===== src/rtl/ext_bus_waitctl.sv =====
module ext_bus_waitctl (
  input  logic       clk,
  input  logic       rst_n,
  input  logic       req,
  input  logic [1:0] req_region,
  input  logic       req_write,
  input  logic       req_cfg,
  input  logic       cfg_float_n,
  input  logic [1:0] cfg_wait_sel,
  input  logic       wait_pin_en,
  input  logic       wclk_en,
  input  logic       wait_n,
  output logic       ale,
  output logic       rd_n,
  output logic       wr_n,
  output logic       bus_drive,
  output logic       wclk,
  output logic       done
);
  localparam logic [1:0] SLOW_REGION = 2'b01;

  typedef enum logic [2:0] {S_IDLE, S_ADDR, S_STRB, S_END, S_FLT} st_t;

  st_t        st;
  logic [1:0] cnt;
  logic       is_wr, flt_pend, wclk_q;
  logic [1:0] sync;

  logic       ext_tim, stall;
  logic [1:0] waits;

  assign ext_tim = ~cfg_float_n | req_cfg;
  assign waits   = (req_region != SLOW_REGION) ? 2'd0 :
                   ext_tim ? (cfg_wait_sel[1] ? 2'd1 : 2'd3) : ~cfg_wait_sel;
  assign stall   = wait_pin_en & ~sync[1];

  always_ff @(posedge clk) begin
    if (!rst_n) begin
      st       <= S_IDLE;
      cnt      <= '0;
      is_wr    <= 1'b0;
      flt_pend <= 1'b0;
      sync     <= 2'b11;
      wclk_q   <= 1'b0;
    end else begin
      sync   <= {sync[0], wait_n};
      wclk_q <= wclk_en ? ~wclk_q : 1'b0;
      case (st)
        S_IDLE: if (req) begin
          st       <= S_ADDR;
          cnt      <= waits;
          is_wr    <= req_write;
          flt_pend <= ext_tim & ~req_write;
        end
        S_ADDR: st <= S_STRB;
        S_STRB: if (!stall) begin
          if (cnt == 2'd0) st <= S_END;
          else cnt <= cnt - 2'd1;
        end
        S_END:   st <= flt_pend ? S_FLT : S_IDLE;
        default: st <= S_IDLE;
      endcase
    end
  end

  assign ale       = (st == S_ADDR);
  assign rd_n      = ~((st == S_STRB) & ~is_wr);
  assign wr_n      = ~((st == S_STRB) & is_wr);
  assign bus_drive = ale | ~wr_n;
  assign done      = (st == S_END);
  assign wclk      = wclk_q;
endmodule


===== config.mk =====
export PLATFORM = sky130hd
export DESIGN_NAME = ext_bus_waitctl
export DESIGN_NICKNAME = d
export VERILOG_FILES = /design/src/rtl/ext_bus_waitctl.sv
export SDC_FILE = /design/constraint.sdc
export NUM_CORES = 1
export LEC_CHECK = 0
export BUFFER_PORTS_ARGS = -buffer_cell sky130_fd_sc_hd__buf_2
export CORE_ASPECT_RATIO = 0.9
export CORE_MARGIN = 8
export CORE_UTILIZATION = 23
export CTS_CLUSTER_DIAMETER = 120
export DETAILED_ROUTE_END_ITERATION = 8
export GPL_TIMING_DRIVEN = 0
export PLACE_DENSITY = 0.42
export SLEW_MARGIN = 5
export SYNTH_ARGS = -nofsm -noshare
export SYNTH_HDL_FRONTEND = slang
export SYNTH_SLANG_ARGS = --single-unit

===== constraint.sdc =====
create_clock -name clk -period 1.49 [get_ports clk]
set_input_delay 0.2235 -clock clk [delete_from_list [all_inputs] [get_ports clk]]
set_output_delay 0.2235 -clock clk [all_outputs]
set_load 0.01 [all_outputs]

-- Word-level counts from Yosys, hierarchy flattened
Cells that the tools add are included.
- multiplexer cells: 12
- add/sub/neg operators: 1
- equality and inequality tests: 8
- bitwise logic cells: 14
- reduce and logical (&&, ||, !) cells: 7
- operators by type and width (cell ; count):
    $mux 2 ; 6
    $mux 3 ; 4
    $pmux 3 s4 ; 1
    $ne 2x2->1 const B ; 4
    $not 1->1 ; 7
    $eq 3x2->1 const B ; 2
    $and 1x1->1 ; 4
    $pmux 2 s2 ; 1
    $reduce_and 2->1 ; 2
    $reduce_and 4->1 ; 1
    $eq 3x1->1 const B ; 1
    $logic_not 3->1 ; 1
    $reduce_and 3->1 ; 1
    $logic_not 2->1 ; 1
    $ne 2x1->1 const B ; 1
    $not 2->2 ; 1
    $or 1x1->1 ; 2
    $reduce_bool 2->1 ; 1
    $sub 2x1->2 const B ; 1
- output and inout bits: 6
- input bits: 13
- register bits: 10

-- Longest topological paths before layout
Gate-level depths: netlist of the first run.
- depth after elaboration: 6
- depth in mapped cells: 5
- gate-level depth less buffers: 5

-- Least setup slack after synthesis of the first run
OpenSTA, ideal clock, no wires.
- path type: reg-to-reg
- start: register st[2]
- end: register cnt[1]
- library setup time: 0.095 ns
- cell stages (with the launch flop): 4
- data arrival time: 1.277 ns
- path buffers: 0
- data required time: 1.395 ns
- slack: 0.118 ns
- period minus slack after synthesis: 1.372 ns
- path through: dfxtp_1 nor3b_1 mux2_2 a221oi_1
- longest elaborated chain between the ends: 3
- elaborated cells between the ends (all ways): 8
- those cells by class: 4 x eq/ne; 1 x mux; 3 x reduce/logical
- RTL lines (item ; line ; source):
    start, declared ; 24 ; st_t st;
    start signal, assigned ; 60 ; S_END: st <= flt_pend ? S_FLT : S_IDLE;
    $eq 3x2->1 or $logic_not 3->1 (tied branches) ; 48 ; case (st)
    $ne 2x2->1 (no source line) or $reduce_bool 2->1 (tied branches) ; n/a ;
    $reduce_and 4->1 (no source line) ; n/a ;
    end signal, assigned ; 51 ; cnt <= waits;
    end signal, assigned ; 58 ; else cnt <= cnt - 2'd1;
    end, declared ; 25 ; logic [1:0] cnt;
Parallel ways exist; a longest one is shown, timed or not.
A chain may end at the register's enable or synchronous reset.

-- Final worst setup path of the first run
- start: register st[1]
- end: output bus_drive
- longest elaborated chain between the ends: 3
- elaborated cells between the ends (all ways): 4
- those cells by class: 2 x eq/ne; 2 x bitwise
- RTL lines (item ; line ; source):
    $eq 3x2->1 ; 68 ; assign wr_n = ~((st == S_STRB) & is_wr);
    $and 1x1->1 ; 68 ;
    $or 1x1->1 * ; 69 ; assign bus_drive = ale | ~wr_n;
    end, declared ; 16 ; output logic bus_drive,
Every way passes the cells marked *; elsewhere a longest branch is shown, timed or not.

==> results by group, run 1 <==
Clock network
  – Hold buffer count at CTS: 0
  – TritonCTS clock tree: done
  – CTS buffer count: 3
  – H-tree depth: 1
  – Clk slew on worst S/H paths: 0.06 ns
  – Max Root-Sink Buffers: 2
  – Clk sinks: 10
  – Worst skew pair latency: 0.26 ns
  – Root buffer cell: clkbuf_4

Die
  – Initial Util: 0.235
  – Die W: 64.8 um
  – Die Height: 59.9 um
  – # rows: 16
  – Ports: 19
  – DIE AREA: 3880 um^2
  – Core ar.: 2100 um^2

Synthesis
  – Post-synthesis register bit count: 10
  – Sequential area share after synthesis: 0.406
  – Synth Area in Compound Gates: 0.124
  – Synthesized area: 493 um^2
  – Syn nets: 69
  – Post-synth cell types: 25
  – Xor/xnor cell area share of the yosys netlist: 0.0178
  – Synth Area in Adders: 0.0254
  – Syn. warnings: 0
  – Largest family of logic cells by synthesized area: simple AND/OR/NAND/NOR gates
  – Simple-gate share of the synthesized area: 0.363
  – Post-synthesis mux area share: 0.0228
  – Syn Area/Cell: 8.96 um^2
  – Mapped Cells: 55

Placement
  – Dpl cell area: 617 um^2
  – Cell Count Post-Placement: 100
  – GPL Wtd Cong: 0.782
  – Post-DP HPWL: 934 um
  – Port bufs: 18

Power
  – Peak VDD IR: 0.551 mV
  – Leak: 0.313 nW
  – PD cells: 1140 nW/um^2

STA
  – Slew @ Worst Pin: 0.327 ns
  – Final period utilization: 0.953
  – Slew Limit Fails: 0
  – Endpoints failing hold: 0
  – Hold WS: 0.145 ns
  – Fmax: 0.704 GHz
  – Slew headroom: 0.781
  – Fin crit period: 1.42 ns
  – Unrepaired setup endpoints after global routing: false
  – Final setup viols: 0
  – Worst Skew: 0.00560 ns

Worst setup path
  – Largest stage delay on the critical path: 0.33 ns
  – CP Cell Sequence: buf_4 > nor3b_2 > nand2b_1 > buf_2
  – CP required: 1.27 ns
  – Worst path slowest cell: dfxtp_2
  – RR Endpoint: flt_pend$_SDFFE_PN0P_
  – Crit-path max FO: 10
  – R2R setup slack: 0.11 ns
  – CP endpoint: bus_drive
  – Worst r2r src: st[2]$_SDFFE_PN0P_
  – Crit end category: output pin
  – CP Data Arrival Time: 1.20 ns
  – Reg2Reg Depth: 3
  – CP Class: reg -> out
  – Worst Setup SP: st[1]$_SDFFE_PN0P_
  – CP Launch Type: flip-flop

Global route
  – First-pass GRT wire length: 1850 um
  – Largest net degree at the start of global routing: 11
  – Initial antenna violation count: 0
  – Overall Global Routing Usage: 0.0628
  – Grt ovf: 0
  – Vias in the first global route: 418

Route
  – Initial DRC count: 9
  – Total wire length: 1190 um
  – Final ANT Viol Nets: 0
  – DR vias: 465
  – Via density: 4.35
  – First-pass iteration count of the detailed router: 4
  – WL/cell: 11.1 um
  – DRC errors left: 0

Finish
  – # nets final: 96
  – Final core utilization: 0.338
  – Fin area: 711 um^2
  – N_diodes: 0
  – Layout cells sized above 1: 0.475
  – Non-Filler Instances: 107
  – Area Overhead vs Synth: 44.2%

Min path
  – Min-delay worst type: in -> reg

Status
  – Status: finished clean

Flow run
  – Maxcap violations: 0
[routing by layer]
metal / routed length [um] / GRT usage / part of all wire
met5: 0 / 0 / 0
met4: 11 / 0.0186 / 0.0093
met3: 125 / 0.0487 / 0.11
met2: 513 / 0.0864 / 0.43
met1: 538 / 0.0727 / 0.45
[through the flow]
step	setup slack [ns]	total power [mW]	TNS, ns
2_1_floorplan	0.118	0.506	0
3_3_place_gp	-0.0933	0.581	-0.0933
3_5_place_dp	-0.132	0.583	-0.132
4_1_cts	0.0119	0.781	0
5_1_grt	0.000280	0.877	0
6_report	0.0699	0.810	0
[timing repair]
action                                  4_1_cts  5_1_grt
endpoints found under the setup margin        4        5
setup buffers                                 0        4
gates resized for setup                       4        8
pin swaps                                     1        2
[power breakdown]
part | leakage, nW | internal (mW) | total [mW] | switching (mW)
Sequential | 0.0842 | 0.304 | 0.330 | 0.0262
Combinational | 0.215 | 0.161 | 0.302 | 0.141
Clock | 0.0138 | 0.0930 | 0.178 | 0.0847
[cell families (layout without fill, tap and decap cells)]
family / Yosys count / after routing
AO/OA/AOI/OAI: 8 / 8
XOR/XNOR: 1 / 1
adder cells (fa/ha/maj): 1 / 1
buffers and inverters: 5 / 30
flip-flops: 10 / 10
multiplexers: 1 / 1
AND/OR/NAND/NOR: 29 / 29
[final cells by class]
type,instances,area (um^2)
fillers,231,1390
well taps,27,33.8
repair buffers,22,120
plain buffers,1,7.51
multi-input cells,40,303
inverters,4,15.0
clock buffers,3,22.5
flip-flops and latches,10,209
[cells in the final DEF, fill, tap and decap left out, drive strengths merged, types with 2 or more instances in the layout]
master / synthesis / layout
nand2b: 5 / 5
nor3b: 3 / 3
a21oi: 2 / 2
dfxtp: 10 / 10
nor3: 4 / 4
nor2: 3 / 3
inv: 4 / 4
buf: 1 / 23
nand2: 6 / 6
a221oi: 2 / 2
clkbuf: 0 / 3
[how the worst min path moves through the flow]
stage / start / end / slack (ns) / cells past startpoint
after floorplan: rst_n / sync[0]$_SDFF_PN1_ / 0.30 / 1
after global placement: wclk$_SDFF_PN0_ / wclk$_SDFF_PN0_ / 0.39 / 1
after detailed placement: sync[0]$_SDFF_PN1_ / sync[1]$_SDFF_PN1_ / 0.40 / 1
after CTS: wait_n / sync[0]$_SDFF_PN1_ / 0.14 / 2
after global routing: wait_n / sync[0]$_SDFF_PN1_ / 0.13 / 2
final: wait_n / sync[0]$_SDFF_PN1_ / 0.14 / 2
[critical path, delay by kind of cell, from the launching register on]
family,cells,cell delay [ns]
buf+inv,2,0.29
flops,1,0.33
simple gates,2,0.31
[sequential cells by signal (all words and copies together), names as in the netlist]
signal / count
is_wr: 1
st: 3
cnt: 2
wclk: 1
flt_pend: 1
sync: 2
[cells in the mapped netlist, drive strengths merged]
| library cell | n | area (um^2) |
|---|---|---|
| dfxtp | 10 | 200 |
| nand2 | 6 | 22.5 |
| nand2b | 5 | 31.3 |
| inv | 4 | 15.0 |
| nor3 | 4 | 20.0 |
| nor2 | 3 | 11.3 |
| nor3b | 3 | 22.5 |
| a21oi | 2 | 10.0 |
| a221oi | 2 | 17.5 |
| a211o | 1 | 8.76 |
| a22oi | 1 | 7.51 |
| a311oi | 1 | 8.76 |
| a31o | 1 | 8.76 |
| and3b | 1 | 8.76 |
| buf | 1 | 5.00 |
| ha | 1 | 12.5 |
| mux2 | 1 | 11.3 |
| nand3 | 1 | 5.00 |
| nand3b | 1 | 7.51 |
| nor2b | 1 | 6.26 |
| nor4b | 1 | 15.0 |
| or2 | 1 | 6.26 |
| or3b | 1 | 8.76 |
| or4b | 1 | 13.8 |
| xnor2 | 1 | 8.76 |
Power figures use the tool's default switching activity.
==> run 2, diff against run 1 <==
Settings changed: CORE_MARGIN 8 to default, CTS_CLUSTER_DIAMETER 120 to default.
==> run 2 against run 1 <==
Worst setup slack improved by 0.022 ns. Routed wire length fell by 7.1%. Maximum frequency rose by 1.6%. Worst hold slack lost 0.014 ns. Sequential share of layout area is essentially flat. Critical path depth stayed put. Clock skew barely moved. Global-route usage grew 4.3 points. Combinational power shrank 11%. Core utilization rose by 1.9 points. Design area decreased by 1.1%.
==> results by group, run 2 (synthesis results as in run 1) <==
Finish
  – Commonest non-fill, non-tap cell in the layout: buf_2 (unchanged)
  – # fillers: 223 (was 231)
  – Top reg by flops: st (unchanged)
  – # nets final: 94 (was 96)
  – Area Overhead vs Synth: 42.6% (was 44.2%)
  – Fin area: 703 um^2 (was 711 um^2)
  – Layout cells sized above 1: 0.456 (was 0.475)
  – Most frequent cells in the layout: buf_2, dfxtp_1, nand2_1, nand2b_1 (was buf_2, dfxtp_1, nand2_1, buf_4, nand2b_1)
  – Largest registers: st: 3 flops, cnt: 2 flops, sync: 2 flops (unchanged)
  – N_diodes: 0 (unchanged)
  – Max reg flops: 3 (unchanged)

Route
  – DR vias: 468 (was 465)
  – WL/cell: 10.6 um (was 11.1 um)
  – Initial DRC count: 10 (was 9)
  – First-pass iteration count of the detailed router: 3 (was 4)
  – Total wire length: 1100 um (was 1190 um)
  – DRC errors left: 0 (unchanged)
  – Final ANT Viol Nets: 0 (unchanged)
  – Via density: 4.50 (was 4.35)

Placement
  – GPL Wtd Cong: 0.783 (was 0.782)
  – Port bufs: 18 (unchanged)
  – Dpl cell area: 614 um^2 (was 617 um^2)
  – Post-DP HPWL: 826 um (was 934 um)

Die
  – Core ar.: 1970 um^2 (was 2100 um^2)
  – Die W: 50.8 um (was 64.8 um)
  – Die Height: 45.9 um (was 59.9 um)
  – Initial Util: 0.250 (was 0.235)
  – Ports: 19 (unchanged)
  – # rows: 15 (was 16)
  – DIE AREA: 2330 um^2 (was 3880 um^2)

Global route
  – First-pass GRT wire length: 1650 um (was 1850 um)
  – Grt ovf: 0 (unchanged)
  – Vias in the first global route: 346 (was 418)
  – Initial antenna violation count: 0 (unchanged)
  – Overall Global Routing Usage: 0.106 (was 0.0628)
  – Largest net degree at the start of global routing: 11 (unchanged)

Status
  – Status: finished clean (unchanged)

Worst setup path
  – Reg2Reg Depth: 3 (unchanged)
  – Crit-path max FO: 8 (was 10)
  – Worst r2r src: st[2]$_SDFFE_PN0P_ (unchanged)
  – CP Data Arrival Time: 1.17 ns (was 1.20 ns)
  – CP required: 1.27 ns (about the same)
  – CP Launch Type: flip-flop (unchanged)
  – Crit end category: output pin (unchanged)
  – CP Class: reg -> out (unchanged)
  – RR Endpoint: flt_pend$_SDFFE_PN0P_ (unchanged)
  – R2R setup slack: 0.14 ns (was 0.11 ns)

Clock network
  – Worst skew pair latency: 0.27 ns (was 0.26 ns)
  – H-tree depth: 1 (unchanged)
  – CTS buffer count: 3 (unchanged)
  – Root buffer cell: clkbuf_4 (unchanged)
  – Clk sinks: 10 (unchanged)
  – TritonCTS clock tree: done (unchanged)
  – Clk slew on worst S/H paths: 0.07 ns (was 0.06 ns)
  – Max Root-Sink Buffers: 2 (unchanged)
  – Hold buffer count at CTS: 0 (unchanged)

Power
  – Sw Share: 0.306 (was 0.311)
  – Seq pwr share: 0.393 (was 0.407)
  – P_int: 594 uW (was 558 uW)
  – P_sw: 261 uW (was 252 uW)
  – Part of the power in the clock network: 0.293 (was 0.219)
  – PD cells: 1220 nW/um^2 (was 1140 nW/um^2)
  – Peak VDD IR: 0.472 mV (was 0.551 mV)
  – Leak: 0.308 nW (was 0.313 nW)
  – Combinational share of power: 0.314 (was 0.373)

Flow run
  – Maxcap violations: 0 (unchanged)

STA
  – Fmax: 0.715 GHz (was 0.704 GHz)
  – Fin crit period: 1.40 ns (was 1.42 ns)
  – Hold WS: 0.131 ns (was 0.145 ns)
  – Slew @ Worst Pin: 0.325 ns (was 0.327 ns)
  – Endpoints failing hold: 0 (unchanged)
  – Final period utilization: 0.938 (was 0.953)
  – Final setup viols: 0 (unchanged)
  – Worst Skew: 0.00522 ns (was 0.00560 ns)
  – Slew headroom: 0.783 (was 0.781)
  – Slew Limit Fails: 0 (unchanged)
  – Unrepaired setup endpoints after global routing: false (unchanged)

Min path
  – Min-delay worst type: in -> reg (unchanged)
  – Hold Path Sink: sync[0]$_SDFF_PN1_ (unchanged)
  – Hold wc startpoint: wait_n (unchanged)
  – WHS Path Cells: 2 (unchanged)
==> run 2: changes by cell type in the layout (fill, tap and decap cells not counted), sizes merged <==
cell / delta
clkbuf: +1
buf: -2
==> run 2: what timing repair did <==
action	4_1_cts	5_1_grt
setup endpoints to repair	4	3
resized for setup	4	7
pin swaps	1	2
buffers inserted	0	2
==> run 2: cell type report <==
type	instances	area [um^2]	share of cell area
Buffer	1	11.3	0.0160
Tap cell	25	31.3	0.0445
Timing Repair Buffer	20	105	0.149
Multi-Input combinational cell	40	298	0.423
Clock buffer	4	36.3	0.0516
Inverter	4	15.0	0.0214
Sequential cell	10	206	0.294
==> run 2: critical path, cell delays in order (launching register included) <==
cell	delay (ns)
dfxtp_2	0.38
nor3b_4	0.25
nand2_1	0.09
nand2b_1	0.06
buf_2	0.12
==> run 2: worst max-delay path by stage <==
stage	from	endpoint	slack [ns]	cells past startpoint
2_1_floorplan	st[2]$_SDFFE_PN0P_	cnt[1]$_SDFFE_PN0P_	0.12	3
4_1_cts	st[0]$_SDFFE_PN0P_	bus_drive	0.02	4
6_report	st[0]$_SDFFE_PN0P_	bus_drive	0.09	4
3_3_place_gp	st[2]$_SDFFE_PN0P_	cnt[1]$_SDFFE_PN0P_	-0.1	3
5_1_grt	st[0]$_SDFFE_PN0P_	bus_drive	0.008	4
3_5_place_dp	st[2]$_SDFFE_PN0P_	cnt[1]$_SDFFE_PN0P_	-0.10	3
==> run 2: power by group through the flow <==
stage	Sequential, mW	Combinational, mW	Clock (mW)
2_1_floorplan	0.328	0.178	0
3_3_place_gp	0.334	0.245	0
3_5_place_dp	0.334	0.246	0
4_1_cts	0.330	0.252	0.264
5_1_grt	0.342	0.298	0.290
6_report	0.336	0.268	0.250
==> run 2: per-stage QoR <==
stage / total power [mW] / util / setup slack, ns / TNS (ns) / cells
5_1_grt: 0.931 / 0.357 / 0.00843 / 0 / 104
3_3_place_gp: 0.579 / 0.312 / -0.0990 / -0.0990 / 98
6_report: 0.855 / 0.357 / 0.0921 / 0 / 104
3_5_place_dp: 0.580 / 0.312 / -0.104 / -0.104 / 98
2_1_floorplan: 0.506 / - / 0.118 / 0 / 55
4_1_cts: 0.845 / 0.337 / 0.0213 / 0 / 102
==> run 2: routing by layer <==
layer  wire length, um  GRT usage  vias up
met5                 0          0        -
met4                31      0.100        0
met3                52     0.0333        4
met2               473      0.133       14
met1               546      0.139      206
li1                  -          -      244
